[src/rtl/axil_reg_pkg.sv]
package axil_reg_pkg;
  typedef enum logic [2:0] {
    ST_IDLE = 3'd0,
    ST_WR   = 3'd1,
    ST_RD   = 3'd2,
    ST_B    = 3'd3,
    ST_R    = 3'd4
  } state_e;

  localparam logic [1:0] RESP_OKAY   = 2'b00;
  localparam logic [1:0] RESP_SLVERR = 2'b10;
endpackage

[src/rtl/axil_reg_fsm.sv]
module axil_reg_fsm
  import axil_reg_pkg::*;
(
  input  logic   clk_i,
  input  logic   rst_ni,
  input  logic   awvalid_i,
  input  logic   wvalid_i,
  input  logic   arvalid_i,
  input  logic   bready_i,
  input  logic   rready_i,
  output state_e state_o,
  output logic   awready_o,
  output logic   wready_o,
  output logic   arready_o
);
  state_e state_q, state_d;
  logic   wr_pend, idle;

  assign wr_pend   = awvalid_i & wvalid_i;
  assign idle      = (state_q == ST_IDLE);
  assign awready_o = idle & wr_pend;
  assign wready_o  = idle & wr_pend;
  // write wins over read
  assign arready_o = idle & ~wr_pend & arvalid_i;
  assign state_o   = state_q;

  always_comb begin
    state_d = state_q;
    unique case (state_q)
      ST_IDLE: begin
        if (wr_pend)        state_d = ST_WR;
        else if (arvalid_i) state_d = ST_RD;
      end
      ST_WR:   state_d = ST_B;
      ST_RD:   state_d = ST_R;
      ST_B:    if (bready_i) state_d = ST_IDLE;
      ST_R:    if (rready_i) state_d = ST_IDLE;
      default: state_d = ST_IDLE;
    endcase
  end

  always_ff @(posedge clk_i or negedge rst_ni) begin
    if (!rst_ni) state_q <= ST_IDLE;
    else         state_q <= state_d;
  end

  a_r9_no_half_write: assert property (@(posedge clk_i) disable iff (!rst_ni)
    (awready_o || wready_o) |-> (awvalid_i && wvalid_i));
  a_r7_write_first: assert property (@(posedge clk_i) disable iff (!rst_ni)
    (awvalid_i && wvalid_i && arvalid_i) |-> !arready_o);
  a_r2_ready_pair: assert property (@(posedge clk_i) disable iff (!rst_ni)
    awready_o |=> (state_q == ST_WR));
endmodule

[src/rtl/axil_reg_req.sv]
module axil_reg_req
  import axil_reg_pkg::*;
#(
  parameter int ADDR_W = 12,
  parameter int DATA_W = 32
) (
  input  logic                clk_i,
  input  logic                rst_ni,
  input  state_e              state_i,
  input  logic                take_wr_i,
  input  logic                take_rd_i,
  input  logic [ADDR_W-1:0]   awaddr_i,
  input  logic [ADDR_W-1:0]   araddr_i,
  input  logic [DATA_W-1:0]   wdata_i,
  input  logic [DATA_W/8-1:0] wstrb_i,
  output logic                reg_we_o,
  output logic                reg_re_o,
  output logic [ADDR_W-1:0]   reg_addr_o,
  output logic [DATA_W-1:0]   reg_wdata_o,
  output logic [DATA_W/8-1:0] reg_be_o,
  output logic                misalign_o
);
  localparam int              STRB_W   = DATA_W / 8;
  localparam logic [ADDR_W-1:0] OFS_MASK = ADDR_W'(STRB_W - 1);

  logic [ADDR_W-1:0] addr_q;
  logic [DATA_W-1:0] wdata_q;
  logic [STRB_W-1:0] be_q;
  logic              bad_q;

  always_ff @(posedge clk_i or negedge rst_ni) begin
    if (!rst_ni) begin
      addr_q  <= '0;
      wdata_q <= '0;
      be_q    <= '0;
      bad_q   <= 1'b0;
    end else if (take_wr_i) begin
      addr_q  <= awaddr_i;
      wdata_q <= wdata_i;
      be_q    <= wstrb_i;
      bad_q   <= |(awaddr_i & OFS_MASK);
    end else if (take_rd_i) begin
      addr_q  <= araddr_i;
      wdata_q <= '0;
      be_q    <= '1;
      bad_q   <= |(araddr_i & OFS_MASK);
    end
  end

  // misaligned accesses never reach the register file
  assign reg_we_o    = (state_i == ST_WR) & ~bad_q;
  assign reg_re_o    = (state_i == ST_RD) & ~bad_q;
  assign reg_addr_o  = addr_q;
  assign reg_wdata_o = wdata_q;
  assign reg_be_o    = be_q;
  assign misalign_o  = bad_q;

  a_r2_we_single: assert property (@(posedge clk_i) disable iff (!rst_ni)
    reg_we_o |=> !reg_we_o);
  a_r4_re_single: assert property (@(posedge clk_i) disable iff (!rst_ni)
    reg_re_o |=> !reg_re_o);
  a_r8_no_strobe_misaligned: assert property (@(posedge clk_i) disable iff (!rst_ni)
    (reg_we_o || reg_re_o) |-> ((reg_addr_o & OFS_MASK) == '0));
  a_r4_read_all_bytes: assert property (@(posedge clk_i) disable iff (!rst_ni)
    reg_re_o |-> (reg_be_o == '1));
endmodule

[src/rtl/axil_reg_resp.sv]
module axil_reg_resp
  import axil_reg_pkg::*;
#(
  parameter int DATA_W = 32
) (
  input  logic              clk_i,
  input  logic              rst_ni,
  input  state_e            state_i,
  input  logic              misalign_i,
  input  logic [DATA_W-1:0] reg_rdata_i,
  input  logic              reg_err_i,
  input  logic              bready_i,
  input  logic              rready_i,
  output logic              bvalid_o,
  output logic [1:0]        bresp_o,
  output logic              rvalid_o,
  output logic [DATA_W-1:0] rdata_o,
  output logic [1:0]        rresp_o
);
  logic              fail;
  logic [1:0]        bresp_q, rresp_q;
  logic [DATA_W-1:0] rdata_q;

  assign fail = misalign_i | reg_err_i;

  // sampled in the access cycle itself: no extra delay on errors
  always_ff @(posedge clk_i or negedge rst_ni) begin
    if (!rst_ni) begin
      bresp_q <= RESP_OKAY;
      rresp_q <= RESP_OKAY;
      rdata_q <= '0;
    end else if (state_i == ST_WR) begin
      bresp_q <= fail ? RESP_SLVERR : RESP_OKAY;
    end else if (state_i == ST_RD) begin
      rresp_q <= fail ? RESP_SLVERR : RESP_OKAY;
      rdata_q <= fail ? '0 : reg_rdata_i;
    end
  end

  assign bvalid_o = (state_i == ST_B);
  assign rvalid_o = (state_i == ST_R);
  assign bresp_o  = bresp_q;
  assign rresp_o  = rresp_q;
  assign rdata_o  = rdata_q;

  a_r3_b_hold: assert property (@(posedge clk_i) disable iff (!rst_ni)
    (bvalid_o && !bready_i) |=> (bvalid_o && $stable(bresp_o)));
  a_r4_r_hold: assert property (@(posedge clk_i) disable iff (!rst_ni)
    (rvalid_o && !rready_i) |=> (rvalid_o && $stable(rdata_o) && $stable(rresp_o)));
  a_r6_wr_err: assert property (@(posedge clk_i) disable iff (!rst_ni)
    ((state_i == ST_WR) && reg_err_i) |=> (bvalid_o && bresp_o == RESP_SLVERR));
  a_r6_rd_err: assert property (@(posedge clk_i) disable iff (!rst_ni)
    ((state_i == ST_RD) && reg_err_i) |=>
      (rvalid_o && rresp_o == RESP_SLVERR && rdata_o == '0));
  a_r8_misalign_err: assert property (@(posedge clk_i) disable iff (!rst_ni)
    ((state_i == ST_WR) && misalign_i) |=> (bresp_o == RESP_SLVERR));
endmodule

[src/rtl/axil_reg_adapter.sv]
module axil_reg_adapter
  import axil_reg_pkg::*;
#(
  parameter int ADDR_W = 12,
  parameter int DATA_W = 32
) (
  input  logic                clk_i,
  input  logic                rst_ni,
  input  logic                awvalid_i,
  output logic                awready_o,
  input  logic [ADDR_W-1:0]   awaddr_i,
  input  logic                wvalid_i,
  output logic                wready_o,
  input  logic [DATA_W-1:0]   wdata_i,
  input  logic [DATA_W/8-1:0] wstrb_i,
  output logic                bvalid_o,
  input  logic                bready_i,
  output logic [1:0]          bresp_o,
  input  logic                arvalid_i,
  output logic                arready_o,
  input  logic [ADDR_W-1:0]   araddr_i,
  output logic                rvalid_o,
  input  logic                rready_i,
  output logic [DATA_W-1:0]   rdata_o,
  output logic [1:0]          rresp_o,
  output logic                reg_we_o,
  output logic                reg_re_o,
  output logic [ADDR_W-1:0]   reg_addr_o,
  output logic [DATA_W-1:0]   reg_wdata_o,
  output logic [DATA_W/8-1:0] reg_be_o,
  input  logic [DATA_W-1:0]   reg_rdata_i,
  input  logic                reg_err_i
);
  state_e state;
  logic   misalign;

  axil_reg_fsm u_fsm (
    .clk_i     (clk_i),
    .rst_ni    (rst_ni),
    .awvalid_i (awvalid_i),
    .wvalid_i  (wvalid_i),
    .arvalid_i (arvalid_i),
    .bready_i  (bready_i),
    .rready_i  (rready_i),
    .state_o   (state),
    .awready_o (awready_o),
    .wready_o  (wready_o),
    .arready_o (arready_o)
  );

  axil_reg_req #(.ADDR_W(ADDR_W), .DATA_W(DATA_W)) u_req (
    .clk_i       (clk_i),
    .rst_ni      (rst_ni),
    .state_i     (state),
    .take_wr_i   (awready_o),
    .take_rd_i   (arready_o),
    .awaddr_i    (awaddr_i),
    .araddr_i    (araddr_i),
    .wdata_i     (wdata_i),
    .wstrb_i     (wstrb_i),
    .reg_we_o    (reg_we_o),
    .reg_re_o    (reg_re_o),
    .reg_addr_o  (reg_addr_o),
    .reg_wdata_o (reg_wdata_o),
    .reg_be_o    (reg_be_o),
    .misalign_o  (misalign)
  );

  axil_reg_resp #(.DATA_W(DATA_W)) u_resp (
    .clk_i       (clk_i),
    .rst_ni      (rst_ni),
    .state_i     (state),
    .misalign_i  (misalign),
    .reg_rdata_i (reg_rdata_i),
    .reg_err_i   (reg_err_i),
    .bready_i    (bready_i),
    .rready_i    (rready_i),
    .bvalid_o    (bvalid_o),
    .bresp_o     (bresp_o),
    .rvalid_o    (rvalid_o),
    .rdata_o     (rdata_o),
    .rresp_o     (rresp_o)
  );

  a_r10_one_active: assert property (@(posedge clk_i) disable iff (!rst_ni)
    $onehot0({reg_we_o, reg_re_o, bvalid_o, rvalid_o}));
  a_r5_ready_quiet: assert property (@(posedge clk_i) disable iff (!rst_ni)
    (reg_we_o || reg_re_o || bvalid_o || rvalid_o) |->
      (!awready_o && !wready_o && !arready_o));
  a_r3_b_after_we: assert property (@(posedge clk_i) disable iff (!rst_ni)
    reg_we_o |=> bvalid_o);
  a_r4_r_after_re: assert property (@(posedge clk_i) disable iff (!rst_ni)
    reg_re_o |=> rvalid_o);
  a_r1_quiet_on_release: assert property (@(posedge clk_i) disable iff (!rst_ni)
    $rose(rst_ni) |-> (!reg_we_o && !reg_re_o && !bvalid_o && !rvalid_o));
endmodule

[config.mk]
export PLATFORM = sky130hd
export DESIGN_NAME = axil_reg_adapter
export DESIGN_NICKNAME = d
export VERILOG_FILES = /design/src/rtl/axil_reg_pkg.sv /design/src/rtl/axil_reg_fsm.sv /design/src/rtl/axil_reg_req.sv /design/src/rtl/axil_reg_resp.sv /design/src/rtl/axil_reg_adapter.sv
export SDC_FILE = /design/constraint.sdc
export NUM_CORES = 1
export LEC_CHECK = 0
export BUFFER_PORTS_ARGS = -buffer_cell sky130_fd_sc_hd__buf_4
export CAP_MARGIN = 40
export CORE_MARGIN = 2
export CORE_UTILIZATION = 39
export DETAILED_ROUTE_END_ITERATION = 7
export MAX_ROUTING_LAYER = met4
export PLACE_DENSITY_LB_ADDON = 0.15
export SLEW_MARGIN = 30
export SYNTH_ARGS = -nofsm -noshare
export SYNTH_HDL_FRONTEND = slang
export SYNTH_SLANG_ARGS = --single-unit
[constraint.sdc]
create_clock -name clk_i -period 1.6 [get_ports clk_i]
set_input_delay 0.08 -clock clk_i [delete_from_list [all_inputs] [get_ports clk_i]]
set_output_delay 0.08 -clock clk_i [all_outputs]
set_load 0.05 [all_outputs]
# After elaboration in Yosys (flattened, before gate mapping)
# Cells that the tools add are included.
# W data, S select, Z words.
[totals]
register_bits = 88
elab_cells = 46
inputBits = 100
out_inout_bits = 91
[classes]
bitwise = 10
eq_ne = 7
n_mux = 15
n_reduce_logical = 6
[ops]
columns = ["cell", "count"]
rows = [
  ["$mux W32", 3],
  ["$mux W12", 2],
  ["$pmux W3 S5", 1],
  ["$mux W3", 4],
  ["$mux W4", 2],
  ["$and A1 B1 Y1", 6],
  ["$eq A3 B2 Y1 const B", 2],
  ["$ne A2 B1 Y1 const B", 2],
  ["$reduce_or A2 Y1", 2],
  ["$eq A3 B1 Y1 const B", 1],
  ["$eq A3 B3 Y1 const B", 1],
  ["$logic_not A3 Y1", 1],
  ["$ne A3 B2 Y1 const B", 1],
  ["$not A1 Y1", 3],
  ["$reduce_and A3 Y1", 1],
  ["$mux W1", 2],
  ["$mux W2", 1],
  ["$reduce_and A2 Y1", 1],
  ["$reduce_bool A2 Y1", 1],
  ["$or A1 B1 Y1", 1],
]

# Longest topological paths before layout
[logic_depth]
depth_word = 6
mapped_depth = 5
depth_no_buf = 4

# Modules after synthesis
# A second synthesis with hierarchy kept.
[unflattened]
hier_cells = 284
area_unflattened_um2 = 3764.9
[modules_own_cells]
columns = ["module", "instances", "area_per_inst_um2", "seq_area_each_um2", "cells_per_inst"]
rows = [
  ["axil_reg_req", 1, 1983.2, 1226.2, 148],
  ["axil_reg_resp", 1, 1612.8, 850.8, 119],
  ["axil_reg_fsm", 1, 168.9, 75.1, 17],
]

# Worst setup path before layout
# No wires, ideal clock.
[synth_timing]
path_kind = "register -> output"
startpoint = "register u_fsm.state_q[0], in the netlist u_fsm.state_o[0]"
endpoint = "output port reg_re_o"
t_arrival_ps = 1788
path_slack_ps = -268
t_required_ps = 1520
path_stages_with_launch = 5
n_path_buf = 2
path_cell_list = "dfrtp_1 > or3b_1 > buf_6 > clkbuf_1 > nor2_1"
[synth_between]
elab_chain_len = 2
[synth_lines]
columns = ["item", "line", "text"]
rows = [
  ["start: declaration", "axil_reg_fsm.sv:16", "state_e state_q, state_d;"],
  ["start signal: assignment", "axil_reg_fsm.sv:44", "else state_q <= state_d;"],
  ["$eq A3 B2 Y1", "axil_reg_req.sv:52", "assign reg_re_o = (state_i == ST_RD) & ~bad_q;"],
  ["$and A1 B1 Y1", "axil_reg_req.sv:52", ""],
  ["end: declaration", "axil_reg_adapter.sv:27", "output logic reg_re_o,"],
]
# Every way passes these cells.

# Final worst setup path
[layout_timing]
startpoint = "register u_fsm.state_q[1], in the netlist u_fsm.state_o[1]"
endpoint = "output port reg_re_o"
# The elaborated chain is that of the path after synthesis.

==> reports/results.ini <==
[detailed_routing]
drt_iter0_drc=84
drt-total-wl_mm=10.8
ant_nets=0
wl_per_cell_um=17.3
firstDrtPassIters=4
vias=3155
drc=0
vias_per_cell=5.08

[clock_network]
cts_tree=yes
clock-sinks=86
clkSlewWorstSetupHoldPaths_ns=0.07
numCtsBuffers=9
clk_latency_ns=0.35
h-tree-depth=3
clockRootBuffer=clkbuf_8
clockBufferDepth=2

[critical_path]
reg2reg_slack_ns=-0.04
cp_data_required_time_ns=1.52
reg2reg_depth=4
worst_ep_arrival_time_ns=1.56
r2r-end=u_resp.rdata_o[16]
endpoint_kind=primary output
crit_type=reg -> out
r2r_start=u_fsm.state_o[1]
worstPathMaxFanout=4
start_kind=flop

[final_layout]
antenna_cells=0
layout_common_cells=199 x buf_4, 86 x dfrtp_1, 70 x dlygate4sd3_1, 64 x a22o_1
drive_above_1_share_pct=48.4
final_util_pct=74.0
mostFrequentLayoutCell=buf_4
fin_cells=621
syn2layout_area_growth_pct=84.1
nets=611

[status]
violations=setup timing
status=finished, violations left

[synthesis]
syn_avg_cell_area_um2=14.1
synth-compound-area-share_pct=24.9
synth_ff_type=dfrtp_1
muxShareOfSynthArea_pct=1.71
synthesis.area_um2=3280
synthArstFlopShare_pct=100
yosysUniqueCellTypes=31
ys_seq_elements=86
synthSimpleGateAreaFrac_pct=3.43
synth_cells=233
synth_top_family_by_area=compound AO/OA/AOI/OAI gates
yosys.area_share.adder_pct=0
synth-edff-count=0
synth-seq-area-share_pct=65.5
yosysWarnings=0
yosys.area_share.xor_xnor_pct=0

[worst_hold_path]
holdCritStartpoint=bready_i
holdPathStages=3
min_path_type=in -> reg
hold_end=u_fsm.state_o[0]

[power]
leakage_nw=3.04
powerDensity_nw_per_um2=2040
total_power_mw=12.4
vdd_ir_drop_max_mv=1.35

[job]
max-cap-violations=0

[timing]
setup_viol=28
period_minus_slack_ns=1.64
setup_ws_ns=-0.0440
fin_crit_sh_pct=103
finalHoldViolCount=0
clock_skew_ns=0.0171
rsz0062_at_grt=true
drv_slew=0
max_clock_freq_mhz=608

[die]
die_w_um=95.8
initial_core_util_pct=40.2
dieHeight_um=95.8
core.rowCount=33
core-area_um2=8180
die_area_um2=9170
ioPinCount=191

[place]
io_buffers=188
place_ws_ns=0.0995
place_inst=520
hpwlAfterDp_mm=6.23
routabilityCongestion=0.739

[global_route]
antenna_found_initial=0
grt_pass1_vias=3185
grt_max_degree=87
grt_usage_pct=22.8
grt_overflow=0
grt_pass1_wl_mm=15.5

[final cells by class]
type	count	area, um2
clock buffers	10	138
clock inverters	6	43.8
fillers	567	2130
inverters	3	11.3
multi-input cells	124	1030
flip-flops and latches	86	2150
well taps	105	131
repair buffers	287	2540
[metal layers]
| layer | up-vias | track usage (%) | wire, um | part of all wire [%] |
|---|---|---|---|---|
| met5 | - | - | 0 | 0 |
| met4 | 0 | 8.10 | 141 | 1.3 |
| met1 | 1563 | 29.5 | 4530 | 42 |
| li1 | 1448 | - | - | - |
| met3 | 10 | 3.99 | 645 | 6.0 |
| met2 | 134 | 36.4 | 5450 | 51 |
[how the worst max path moves through the flow]
| stage | start | slack [ns] | end |
|---|---|---|---|
| after CTS | u_fsm.state_o[2] | -0.08 | reg_we_o |
| final | u_fsm.state_o[1] | -0.04 | reg_re_o |
| after floorplan | u_fsm.state_o[1] | -0.06 | wready_o |
| after global routing | u_fsm.state_o[2] | -0.12 | arready_o |
| after detailed placement | u_fsm.state_o[0] | 0.1 | u_resp.rdata_o[23] |
| after global placement | u_fsm.state_o[0] | 0.1 | u_req.reg_addr_o[8] |
[repair_timing]
action / in CTS / in global routing
pin swaps: 1 / 3
endpoints found under the hold margin: 155 / 0
gates resized for setup: 9 / 13
endpoints found under the setup margin: 5 / 51
buffers inserted: 8 / 2
hold buffers: 70 / 0
gates cloned: 2 / 3
[Yosys cell counts (2+ instances only)]
library cell / number / area share [%]
a21oi_1: 5 / 0.76
a22o_1: 64 / 17
a2bb2oi_1: 10 / 2.7
buf_2: 3 / 0.46
buf_4: 5 / 1.1
buf_6: 4 / 1.4
clkbuf_1: 9 / 1.0
dfrtp_1: 86 / 66
inv_1: 3 / 0.34
mux2_2: 5 / 1.7
nand2_1: 2 / 0.23
nor2_1: 5 / 0.57
nor3b_1: 2 / 0.46
o22a_1: 4 / 1.1
o22ai_1: 10 / 1.9
[power breakdown]
part	leakage [nW]	total, mW	switching (mW)	internal [mW]
combinational	1.85	7.33	4.60	2.72
sequential	1.10	3.63	0.576	3.06
clock	0.0930	1.40	0.782	0.615
[critical path: stages, from the launching register on]
cell     delay [ns]
dfrtp_1        0.42
or3b_4         0.43
buf_12         0.14
nor2_4         0.09
buf_8          0.15
[cells by family (layout without fill, tap and decap cells)]
family | count (synthesis) | in the layout
AOI/OAI and AO/OA | 99 | 99
buffers and inverters | 24 | 306
and+or+nand+nor | 18 | 18
DFF | 86 | 86
other | 1 | 2
muxes | 5 | 5
[stage by stage]
step                instance area [um2]  hold WS (ns)  setup TNS (ns)
floorplan                          3300        -0.216          -0.118
global placement                   4880         0.149               0
global route                       6050        0.0242           -2.99
CTS                                5920       0.00803          -0.241
detailed placement                 4880         0.150               0
finish                             6050        0.0318          -0.485
[state kept, by name, indices dropped and copies added, names as in the netlist]
name,cells
u_fsm.state_o,3
u_req.misalign_o,1
u_req.reg_addr_o,12
u_req.reg_be_o,4
u_req.reg_wdata_o,32
u_resp.bresp_o,1
u_resp.rdata_o,32
u_resp.rresp_o,1
Note: power is estimated with default switching activity, not from simulation.
